`config.mk`:
```
export PLATFORM = sky130hd
export DESIGN_NAME = clk_rate_ctrl
export DESIGN_NICKNAME = d
export VERILOG_FILES = /design/src/rtl/clk_rate_pkg.sv /design/src/rtl/rx_fall_det.sv /design/src/rtl/rate_mode_reg.sv /design/src/rtl/rate_divider.sv /design/src/rtl/clk_rate_ctrl.sv
export SDC_FILE = /design/constraint.sdc
export NUM_CORES = 1
export LEC_CHECK = 0
export CAP_MARGIN = 10
export CORE_ASPECT_RATIO = 1.25
export CORE_MARGIN = 4
export CORE_UTILIZATION = 45
export CTS_CLUSTER_DIAMETER = 120
export DETAILED_ROUTE_END_ITERATION = 16
export PLACE_DENSITY = 0.68
export SETUP_SLACK_MARGIN = 0.05
export SYNTH_ARGS = -nofsm -noshare
export SYNTH_HDL_FRONTEND = slang
export SYNTH_SLANG_ARGS = --single-unit
```
`constraint.sdc`:
```
create_clock -name clk_i -period 3.15 [get_ports clk_i]
set_input_delay 0.63 -clock clk_i [delete_from_list [all_inputs] [get_ports clk_i]]
set_output_delay 0.63 -clock clk_i [all_outputs]
set_load 0.05 [all_outputs]
```
`src/rtl/clk_rate_pkg.sv`:
```
`timescale 1ns/1ps
package clk_rate_pkg;

  typedef enum logic [1:0] {
    RATE_FULL = 2'b00,
    RATE_MID  = 2'b01,
    RATE_DEEP = 2'b10,
    RATE_RSVD = 2'b11
  } rate_e;

  // Map a raw rate code onto a code that can be in force; reserved runs fast.
  function automatic rate_e rate_legal(input logic [1:0] code);
    rate_e r;
    if (code == 2'b11) r = RATE_FULL;
    else               r = rate_e'(code);
    return r;
  endfunction

endpackage

```
`src/rtl/rx_fall_det.sv`:
```
`timescale 1ns/1ps
module rx_fall_det #(
  parameter int SYNC_STAGES = 2
) (
  input  logic clk_i,
  input  logic rst_ni,
  input  logic rx_i,
  output logic fall_o
);

  localparam int SH_W = SYNC_STAGES + 1;

  logic [SH_W-1:0] sh_q;
  logic [SH_W-1:0] sh_d;

  // Shift chain: SYNC_STAGES synchronizer flops plus one history flop.
  always_comb begin
    sh_d = {sh_q[SH_W-2:0], rx_i};
  end

  always_ff @(posedge clk_i or negedge rst_ni) begin
    if (!rst_ni) sh_q <= '1;
    else         sh_q <= sh_d;
  end

  assign fall_o = sh_q[SH_W-1] & ~sh_q[SH_W-2];

endmodule

```
`src/rtl/rate_mode_reg.sv`:
```
`timescale 1ns/1ps
module rate_mode_reg (
  input  logic       clk_i,
  input  logic       rst_ni,
  input  logic       we_i,
  input  logic [2:0] wdata_i,
  input  logic       wake_i,
  output logic [1:0] req_d_o,
  output logic       flag_o
);

  logic [1:0] req_q;
  logic [1:0] req_d;
  logic       flag_q;
  logic       flag_d;

  // Hardware return outranks a software write in the same cycle.
  always_comb begin
    req_d = req_q;
    if (wake_i)    req_d = 2'b00;
    else if (we_i) req_d = wdata_i[1:0];
  end

  // Event sets; write-one clears; setting wins.
  always_comb begin
    flag_d = flag_q;
    if (wake_i)                 flag_d = 1'b1;
    else if (we_i && wdata_i[2]) flag_d = 1'b0;
  end

  always_ff @(posedge clk_i or negedge rst_ni) begin
    if (!rst_ni) begin
      req_q  <= 2'b00;
      flag_q <= 1'b0;
    end else begin
      req_q  <= req_d;
      flag_q <= flag_d;
    end
  end

  assign req_d_o = req_d;
  assign flag_o  = flag_q;

endmodule

```
`src/rtl/rate_divider.sv`:
```
`timescale 1ns/1ps
module rate_divider
  import clk_rate_pkg::*;
#(
  parameter int FULL_LOG2 = 2,
  parameter int MID_LOG2  = 6,
  parameter int DEEP_LOG2 = 10
) (
  input  logic       clk_i,
  input  logic       rst_ni,
  input  logic [1:0] req_next_i,
  input  logic       wake_i,
  output logic       tick_o,
  output logic [1:0] act_o
);

  localparam int CNT_W = DEEP_LOG2;
  localparam logic [CNT_W-1:0] FULL_LAST = CNT_W'((1 << FULL_LOG2) - 1);
  localparam logic [CNT_W-1:0] MID_LAST  = CNT_W'((1 << MID_LOG2) - 1);
  localparam logic [CNT_W-1:0] DEEP_LAST = CNT_W'((1 << DEEP_LOG2) - 1);

  logic [CNT_W-1:0] cnt_q;
  logic [CNT_W-1:0] cnt_d;
  logic [CNT_W-1:0] last;
  rate_e            act_q;
  rate_e            act_d;
  logic             pend_q;
  logic             pend_d;
  logic             slot_end;
  logic             tick;

  always_comb begin
    unique case (act_q)
      RATE_MID:  last = MID_LAST;
      RATE_DEEP: last = DEEP_LAST;
      default:   last = FULL_LAST;
    endcase
  end

  // A pending return cuts the period at the next full-speed slot end.
  assign slot_end = &cnt_q[FULL_LOG2-1:0];
  assign tick     = (cnt_q == last) | (pend_q & slot_end);

  always_comb begin
    cnt_d  = cnt_q + CNT_W'(1);
    act_d  = act_q;
    pend_d = pend_q;
    if (tick) begin
      cnt_d  = '0;
      act_d  = rate_legal(req_next_i);
      pend_d = 1'b0;
    end
    if (wake_i) pend_d = 1'b1;
  end

  always_ff @(posedge clk_i or negedge rst_ni) begin
    if (!rst_ni) begin
      cnt_q  <= '0;
      act_q  <= RATE_FULL;
      pend_q <= 1'b0;
    end else begin
      cnt_q  <= cnt_d;
      act_q  <= act_d;
      pend_q <= pend_d;
    end
  end

  assign tick_o = tick;
  assign act_o  = act_q;

endmodule

```
`src/rtl/clk_rate_ctrl.sv`:
```
`timescale 1ns/1ps
module clk_rate_ctrl
  import clk_rate_pkg::*;
#(
  parameter int FULL_LOG2   = 2,
  parameter int MID_LOG2    = 6,
  parameter int DEEP_LOG2   = 10,
  parameter int SYNC_STAGES = 2
) (
  input  logic       clk_i,
  input  logic       rst_ni,
  input  logic       cfg_we_i,
  input  logic [2:0] cfg_wdata_i,
  input  logic       irq_ack_i,
  input  logic       irq_ret_en_i,
  input  logic       rx_i,
  input  logic       rx_ret_en_i,
  output logic       tick_o,
  output logic [1:0] rate_o,
  output logic       woke_o
);

  logic       rx_fall;
  logic       wake;
  logic [1:0] req_next;

  rx_fall_det #(
    .SYNC_STAGES(SYNC_STAGES)
  ) i_rx_fall (
    .clk_i (clk_i),
    .rst_ni(rst_ni),
    .rx_i  (rx_i),
    .fall_o(rx_fall)
  );

  assign wake = (irq_ack_i & irq_ret_en_i) | (rx_fall & rx_ret_en_i);

  rate_mode_reg i_mode_reg (
    .clk_i  (clk_i),
    .rst_ni (rst_ni),
    .we_i   (cfg_we_i),
    .wdata_i(cfg_wdata_i),
    .wake_i (wake),
    .req_d_o(req_next),
    .flag_o (woke_o)
  );

  rate_divider #(
    .FULL_LOG2(FULL_LOG2),
    .MID_LOG2 (MID_LOG2),
    .DEEP_LOG2(DEEP_LOG2)
  ) i_divider (
    .clk_i     (clk_i),
    .rst_ni    (rst_ni),
    .req_next_i(req_next),
    .wake_i    (wake),
    .tick_o    (tick_o),
    .act_o     (rate_o)
  );

endmodule

```
==> out/results.tsv, run 1 <==
metric	value	unit
pin_count	14	
h-tree-depth	1	
root_buffer	clkbuf_4	
nets	123	
grt_usage	0.147	
portBuffers	13	
post_cts_buffers	0	
antenna_left	0	
power.leakage	0.486	nW
power_density	601	nW/µm²
hold_violations	0	
cts_hold_buf	0	
status	finished clean	
ys_seq_elements	19	
avgSynthCellArea	10.6	µm²
path_class	reg2out	
finalSetupViolCount	0	
synth_area	1020	µm²
cts_buffers	3	
cts_tree	yes	
grt_pass1_wl	3.33	mm
dieHeight	61.3	µm
detail_route.wl_per_cell	13.3	µm
grt_max_degree	22	
drive_gt1_frac	0.236	
slowest_stage	or4_4	
power_frac_comb	0.423	
grt_overflow	0	
drt_drc_violations_left	0	
min_path_type	reg2reg	
layout_min_cycle_time	2.86	ns
crit_arrival	2.23	ns
p_seq_frac	0.402	
p_int	0.444	mW
switching_share	0.392	
rows	19	
p_total	0.731	mW
yosysWarnings	0	
die-area	3100	µm²
dr.pass1.iters	2	
start_kind	flip-flop	
gp_congestion	0.777	
cp_max_fo	3	
syn-num-nets	108	
start_util	0.467	
syn_to_final_growth	19.0	%
fmax	350	MHz
cp-startpoint	i_divider.act_o[0]	
syn_inst	96	
worst_slew_pin_slew	0.820	ns
timing.rr.start	i_divider.act_o[0]	
ctsLongestPathBuffers	2	
p_clk_frac	0.175	
clk_latency	0.31	ns
cpPeakStageDelay	0.54	ns
power_switching	0.287	mW
cts_resized	0	
dpl_cell_area	1190	µm²
rsz0062_at_grt	false	
clk_pin_slew	0.11	ns
routed-via-count	771	
fin_area	1210	µm²
hold_slack	0.363	ns
ys_seq_area_frac	0.469	
synth_cell_type_count	35	
grt_pass1_vias	766	
via_per_inst	5.47	
drtIter0Drc	12	
diodes	0	
crit_required	2.52	ns
skew	0.00583	ns
antenna_found_initial	0	
ir_worst_vdd	356	µV
cp-end-kind	output port	
clock_sinks	19	
hold_start	i_rx_fall.sh_q[0]	
path_cells	inv_1 > ha_1 > or4_4 > o22a_1 > o21ai_2 > and2_2 > buf_12	
dp_hpwl	1.38	mm
max_cap_violations	0	
relSlewSlack	0.452	
core-area	2190	µm²
min_period_over_period	0.907	
drv_slew	0	
drt_wl_total	1.87	mm
setup_tns	0	ns
die_width	50.6	µm
flip-flops by register name (all words and copies together) (netlist names):
register,count
i_divider.cnt_q,10
i_rx_fall.sh_q,3
i_divider.act_o,2
i_mode_reg.req_q,2
i_divider.pend_q,1
i_mode_reg.flag_o,1
stage by stage:
stage	std cells	setup WS, ns	utilization
2_1_floorplan	96	0.339	-
3_3_place_gp	137	0.653	0.543
3_5_place_dp	137	0.625	0.543
4_1_cts	141	0.271	0.555
5_1_grt	141	0.198	0.555
6_report	141	0.293	0.555
synth_stat cells (all sizes together):
library cell	instances	area [µm²]
a21boi	1	11.3
a21o	1	7.51
a21oi	10	83.8
a221oi	2	17.5
a31oi	2	12.5
and2	1	7.51
and3b	1	8.76
and4	1	10.0
buf	1	11.3
clkbuf	4	15.0
dfrtp	16	400
dfstp	3	78.8
ha	2	25.0
inv	3	11.3
mux2i	2	20.0
nand2	6	22.5
nand3	7	35.0
nand3b	2	15.0
nand4	4	25.0
nor2	5	18.8
nor2b	1	6.26
nor3	1	5.00
o211ai	2	15.0
o21ai	2	13.8
o22a	1	8.76
o22ai	1	6.26
o32a	1	11.3
o32ai	1	8.76
or3b	2	17.5
or4	1	11.3
or4b	1	10.0
xnor2	4	35.0
xor2	4	35.0
final timing paths:
kind,endpoint,slack (ns),depth (start not counted)
min in group asynchronous,i_divider.act_o[0],0.78,1
max,tick_o,0.29,7
min reg2reg,i_rx_fall.sh_q[1],0.36,0
min,i_rx_fall.sh_q[1],0.36,0
max reg2reg,i_divider.cnt_q[0],1.11,7
max in group asynchronous,i_mode_reg.req_q[0],1.86,1
cell usage in the layout (no fill, tap or decap), types with 2 or more instances in the layout:
master,instances
dfrtp_1,16
clkdlybuf4s50_1,12
a21oi_2,9
nand3_1,7
nand2_1,6
nor2_1,5
nand4_1,4
xor2_1,4
xnor2_1,4
inv_1,3
clkbuf_4,3
dfstp_2,3
mux2i_1,2
nand3b_1,2
or3b_2,2
a221oi_1,2
o211ai_1,2
a31oi_1,2
ha_1,2
buf_4,2
layout make-up:
type	count	area, µm²
fill	199	972
multi-input combinational	69	504
sequential	19	479
timing repair buffer	15	155
tap	31	38.8
clock buffer	4	26.3
inverter	3	11.3
metal layers:
metal / track usage / up-vias / wire length [µm]
li1: - / 381 / -
met1: 0.169 / 375 / 852
met2: 0.252 / 10 / 914
met3: 0.0291 / 5 / 58
met4: 0.0962 / 0 / 48
met5: 0 / - / 0
power groups by stage:
stage / sequential, mW / clock, mW / combinational [mW]
after CTS: 0.294 / 0.130 / 0.312
final: 0.294 / 0.128 / 0.309
after global routing: 0.298 / 0.139 / 0.338
after detailed placement: 0.298 / 0 / 0.311
after floorplan: 0.338 / 0 / 0.191
after global placement: 0.296 / 0 / 0.308
cells by family (layout without fill, tap and decap cells):
kind of cell	after synthesis	after routing	synth area share
AO/OA/AOI/OAI	24	24	0.192
XOR/XNOR	8	8	0.0686
adder cells (fa/ha/maj)	2	2	0.0245
buffers and inverters	8	22	0.0368
flip-flops	19	19	0.469
multiplexers	2	2	0.0196
AND/OR/NAND/NOR	33	33	0.189
critical path, delay by kind of cell (launching register included):
kind	cells	cell delay, ns
AND/OR/NAND/NOR	2	0.71
flip-flops	1	0.39
adder cells (fa/ha/maj)	1	0.21
buffers and inverters	2	0.20
AO/OA/AOI/OAI	2	0.40
Note: power is estimated with default switching activity, not from simulation.
==> inputs of run 2 (changes only) <==
ABC_AREA = 1   (was default)
CTS_CLUSTER_DIAMETER = 50   (was 120)
==> run 2 against run 1 <==
  * Die area shrank 7.5%
  * Fmax up 11%
  * Final cell count fell by 0.71%
  * Routed wire length down 22%
  * Area after synthesis decreased by 8.7%
  * Utilization down 0.69 points
  * Critical path type unchanged
==> out/results.tsv, run 2 <==
metric	value	unit	change
diodes	0		unchanged
ys_seq_area_frac	0.514		+0.0447
clk_latency	0.29	ns	-0.02 ns
detail_route.wl_per_cell	10.5	µm	-21%
start_kind	flip-flop		
drtIter0Drc	5		-7
top_layer	met4		
layout_commonest_cell	nand2_1		
crit_required	2.52	ns	about the same
synth_area	932	µm²	-8.7%
dieHeight	58.9	µm	-3.9%
syn_inst	105		+9.4%
drive_gt1_frac	0.200		-0.0364
cpLargestDelayFamily	buffers and inverters		
start_util	0.470		+0.00351
wl_met1	722	µm	-15%
final_cell_count_no_fill	140		-0.71%
synth.top_cell.area_share	0.430		+0.0374
ff2ff_setup_slack	1.57	ns	+0.46 ns
synthMuxAreaShare	0		-0.0196
path_cells	inv_1 > ha_1 > inv_1 > nor2_1 > nand3_1 > nand2_1 > nand2_1 > nand2_2 > nand2_2 > inv_2 > buf_4		
regArea	479	µm²	unchanged
drt_wl_total	1.47	mm	-22%
dr_wl_met3	40	µm	-31%
synth_top_family_by_area	simple AND/OR/NAND/NOR gates		
dr.pass1.iters	5		+3
worst_slew_pin_slew	0.809	ns	-0.0104 ns
grt_pass1_vias	654		-15%
finalSetupViolCount	0		unchanged
post_cts_buffers	0		unchanged
core-area	1980	µm²	-9.4%
min_to	i_rx_fall.sh_q[1]		
synth_edf_count	0		unchanged
h-tree-depth	1		unchanged
yosysWarnings	0		unchanged
ys_seq_elements	19		unchanged
power.leakage	0.532	nW	+9.5%
setup_tns	0	ns	unchanged
path_depth	11		+4
ir_worst_vdd	220	µV	-38%
max_cap_violations	0		unchanged
multiInputGateArea	368	µm²	-27%
hold_violations	0		unchanged
grt_usage	0.116		-0.0308
hold_start	i_rx_fall.sh_q[0]		
dp_cells	136		-0.73%
cpPeakStageDelay	0.38	ns	-0.16 ns
clk_pin_slew	0.10	ns	about the same
grt_overflow	0		unchanged
skew	0.00318	ns	-0.00265 ns
die-area	2870	µm²	-7.5%
slowest_stage	dfrtp_1		
ctsLongestPathBuffers	2		unchanged
synthArstFlopShare	1.00		unchanged
clock_sinks	19		unchanged
cp-end-kind	output port		
avgSynthCellArea	8.88	µm²	-17%
synth_cell_type_count	16		-54%
nets	133		+8.1%
rsz0062_at_grt	false		
drv_slew	0		unchanged
synth_adder_area_share	0.0268		+0.00234
met2RoutedLength	685	µm	-25%
top_register	i_divider.cnt_q		
antenna_found_initial	0		unchanged
cts_resized	0		unchanged
crit_arrival	1.95	ns	-0.28 ns
relSlewSlack	0.459		+0.00698
largest_register_ff_count	10		unchanged
synth-simple-area-share	0.277		+0.0878
pin_count	14		unchanged
yosys.area.top_type	dfrtp_1		
grt_pass1_wl	2.64	mm	-21%
cp_max_fo	11		+8
min_period_over_period	0.821		-0.0863
ys_top_cells_by_count	nand2_1 (22), dfrtp_1 (16), inv_1 (15), nor2_2 (11), nor2_1 (9)		
routed-via-count	653		-15%
fillers	184		-7.5%
cts_buffers	3		unchanged
die_width	48.7	µm	-3.7%
antenna_left	0		unchanged
r2r_cells	11		+4
syn_to_final_growth	16.6	%	
r2r_end	i_divider.cnt_q[9]		
cts_tree	yes		
rows	18		-1
final_cell_mix	nand2_1 (22), dfrtp_1 (16), inv_1 (15)		
synth.area.top_cells	dfrtp_1 (43%), nand2_1 (8.9%), dfstp_2 (8.5%)		
power_density	414	nW/µm²	-31%
crit_buf_inv	4		+2
gp_congestion	0.738		-4.9%
dp_hpwl	1.10	mm	-21%
synth.most_common_cell	nand2_1		
fmax	387	MHz	+11%
timing.rr.start	i_divider.act_o[0]		
synth_compound_area_frac	0.0161		-0.176
syn-num-nets	117		+8.3%
cts_hold_buf	0		unchanged
status	finished clean		
root_buffer	clkbuf_4		
via_per_inst	4.66		-15%
hold-path-cell-count	0		unchanged
synth-xor-area-share	0.0752		+0.00654
portBuffers	13		unchanged
path_class	reg2out		
grt_max_degree	20		-9.1%
layout_min_cycle_time	2.58	ns	-0.272 ns
drt_drc_violations_left	0		unchanged
synthFlopType	dfrtp_1		
reg_top3	i_divider.cnt_q: 10 flops, i_rx_fall.sh_q: 3 flops		
min_path_type	reg2reg		
-- run 2: cell count changes after synthesis, moves of 4 or more --
cell and change:
nand2_1 +16, inv_1 +12, nor2_2 +11, a21oi_2 -9, clkbuf_1 -4, nand2_2 +4, nand4_1 -4, nor2_1 +4
-- run 2: worst max path at each step --
stage | startpoint | to | slack [ns]
final | i_divider.act_o[0] | tick_o | 0.57
after global routing | i_divider.act_o[0] | tick_o | 0.36
after CTS | i_divider.act_o[0] | tick_o | 0.53
after detailed placement | i_divider.act_o[0] | tick_o | 0.88
after global placement | i_divider.act_o[0] | tick_o | 0.91
after floorplan | i_divider.act_o[0] | tick_o | 0.89
-- run 2: stage by stage --
stage | hold WS [ns] | util | total power [mW] | instance area, µm² | setup WS [ns]
after floorplan | 0.334 | - | 0.306 | 932 | 0.888
after detailed placement | 0.352 | 0.535 | 0.336 | 1060 | 0.875
after global placement | 0.348 | 0.535 | 0.335 | 1060 | 0.913
after CTS | 0.368 | 0.549 | 0.456 | 1090 | 0.534
after global routing | 0.371 | 0.549 | 0.479 | 1090 | 0.356
final | 0.365 | 0.549 | 0.450 | 1090 | 0.565
-- run 2: power by group --
| part | switching [mW] | total, mW | internal (mW) | leakage, nW |
|---|---|---|---|---|
| logic | 0.0400 | 0.0686 | 0.0287 | 0.272 |
| registers | 0.00606 | 0.262 | 0.256 | 0.242 |
| clock network | 0.0729 | 0.120 | 0.0472 | 0.0177 |
-- run 2: final cells by class --
cell class / count / area share
multi-input cells: 68 / 0.338
inverters: 16 / 0.0552
clock inverters: 1 / 0.00460
flip-flops and latches: 19 / 0.441
repair buffers: 13 / 0.117
clock buffers: 3 / 0.0207
well taps: 20 / 0.0230
-- run 2: cell families (layout without fill, tap and decap cells) --
| family | count (synthesis) | count (layout) |
|---|---|---|
| simple gates | 55 | 55 |
| flops | 19 | 19 |
| buf+inv | 18 | 33 |
| xor+xnor | 8 | 8 |
| compound gates | 3 | 3 |
| fa+ha+maj | 2 | 2 |
-- run 2: metal layers --
| layer | global-route usage | up-vias |
|---|---|---|
| met4 | 0.0731 | 0 |
| met5 | 0 | - |
| met3 | 0.0253 | 2 |
| met1 | 0.145 | 301 |
| li1 | - | 344 |
| met2 | 0.183 | 6 |
-- run 2: worst reg2reg max path, delay by kind of cell (launching register included) --
kind	cells	cell delay, ns
AND/OR/NAND/NOR	7	0.50
adder cells (fa/ha/maj)	1	0.27
buffers and inverters	3	0.34
flip-flops	1	0.38
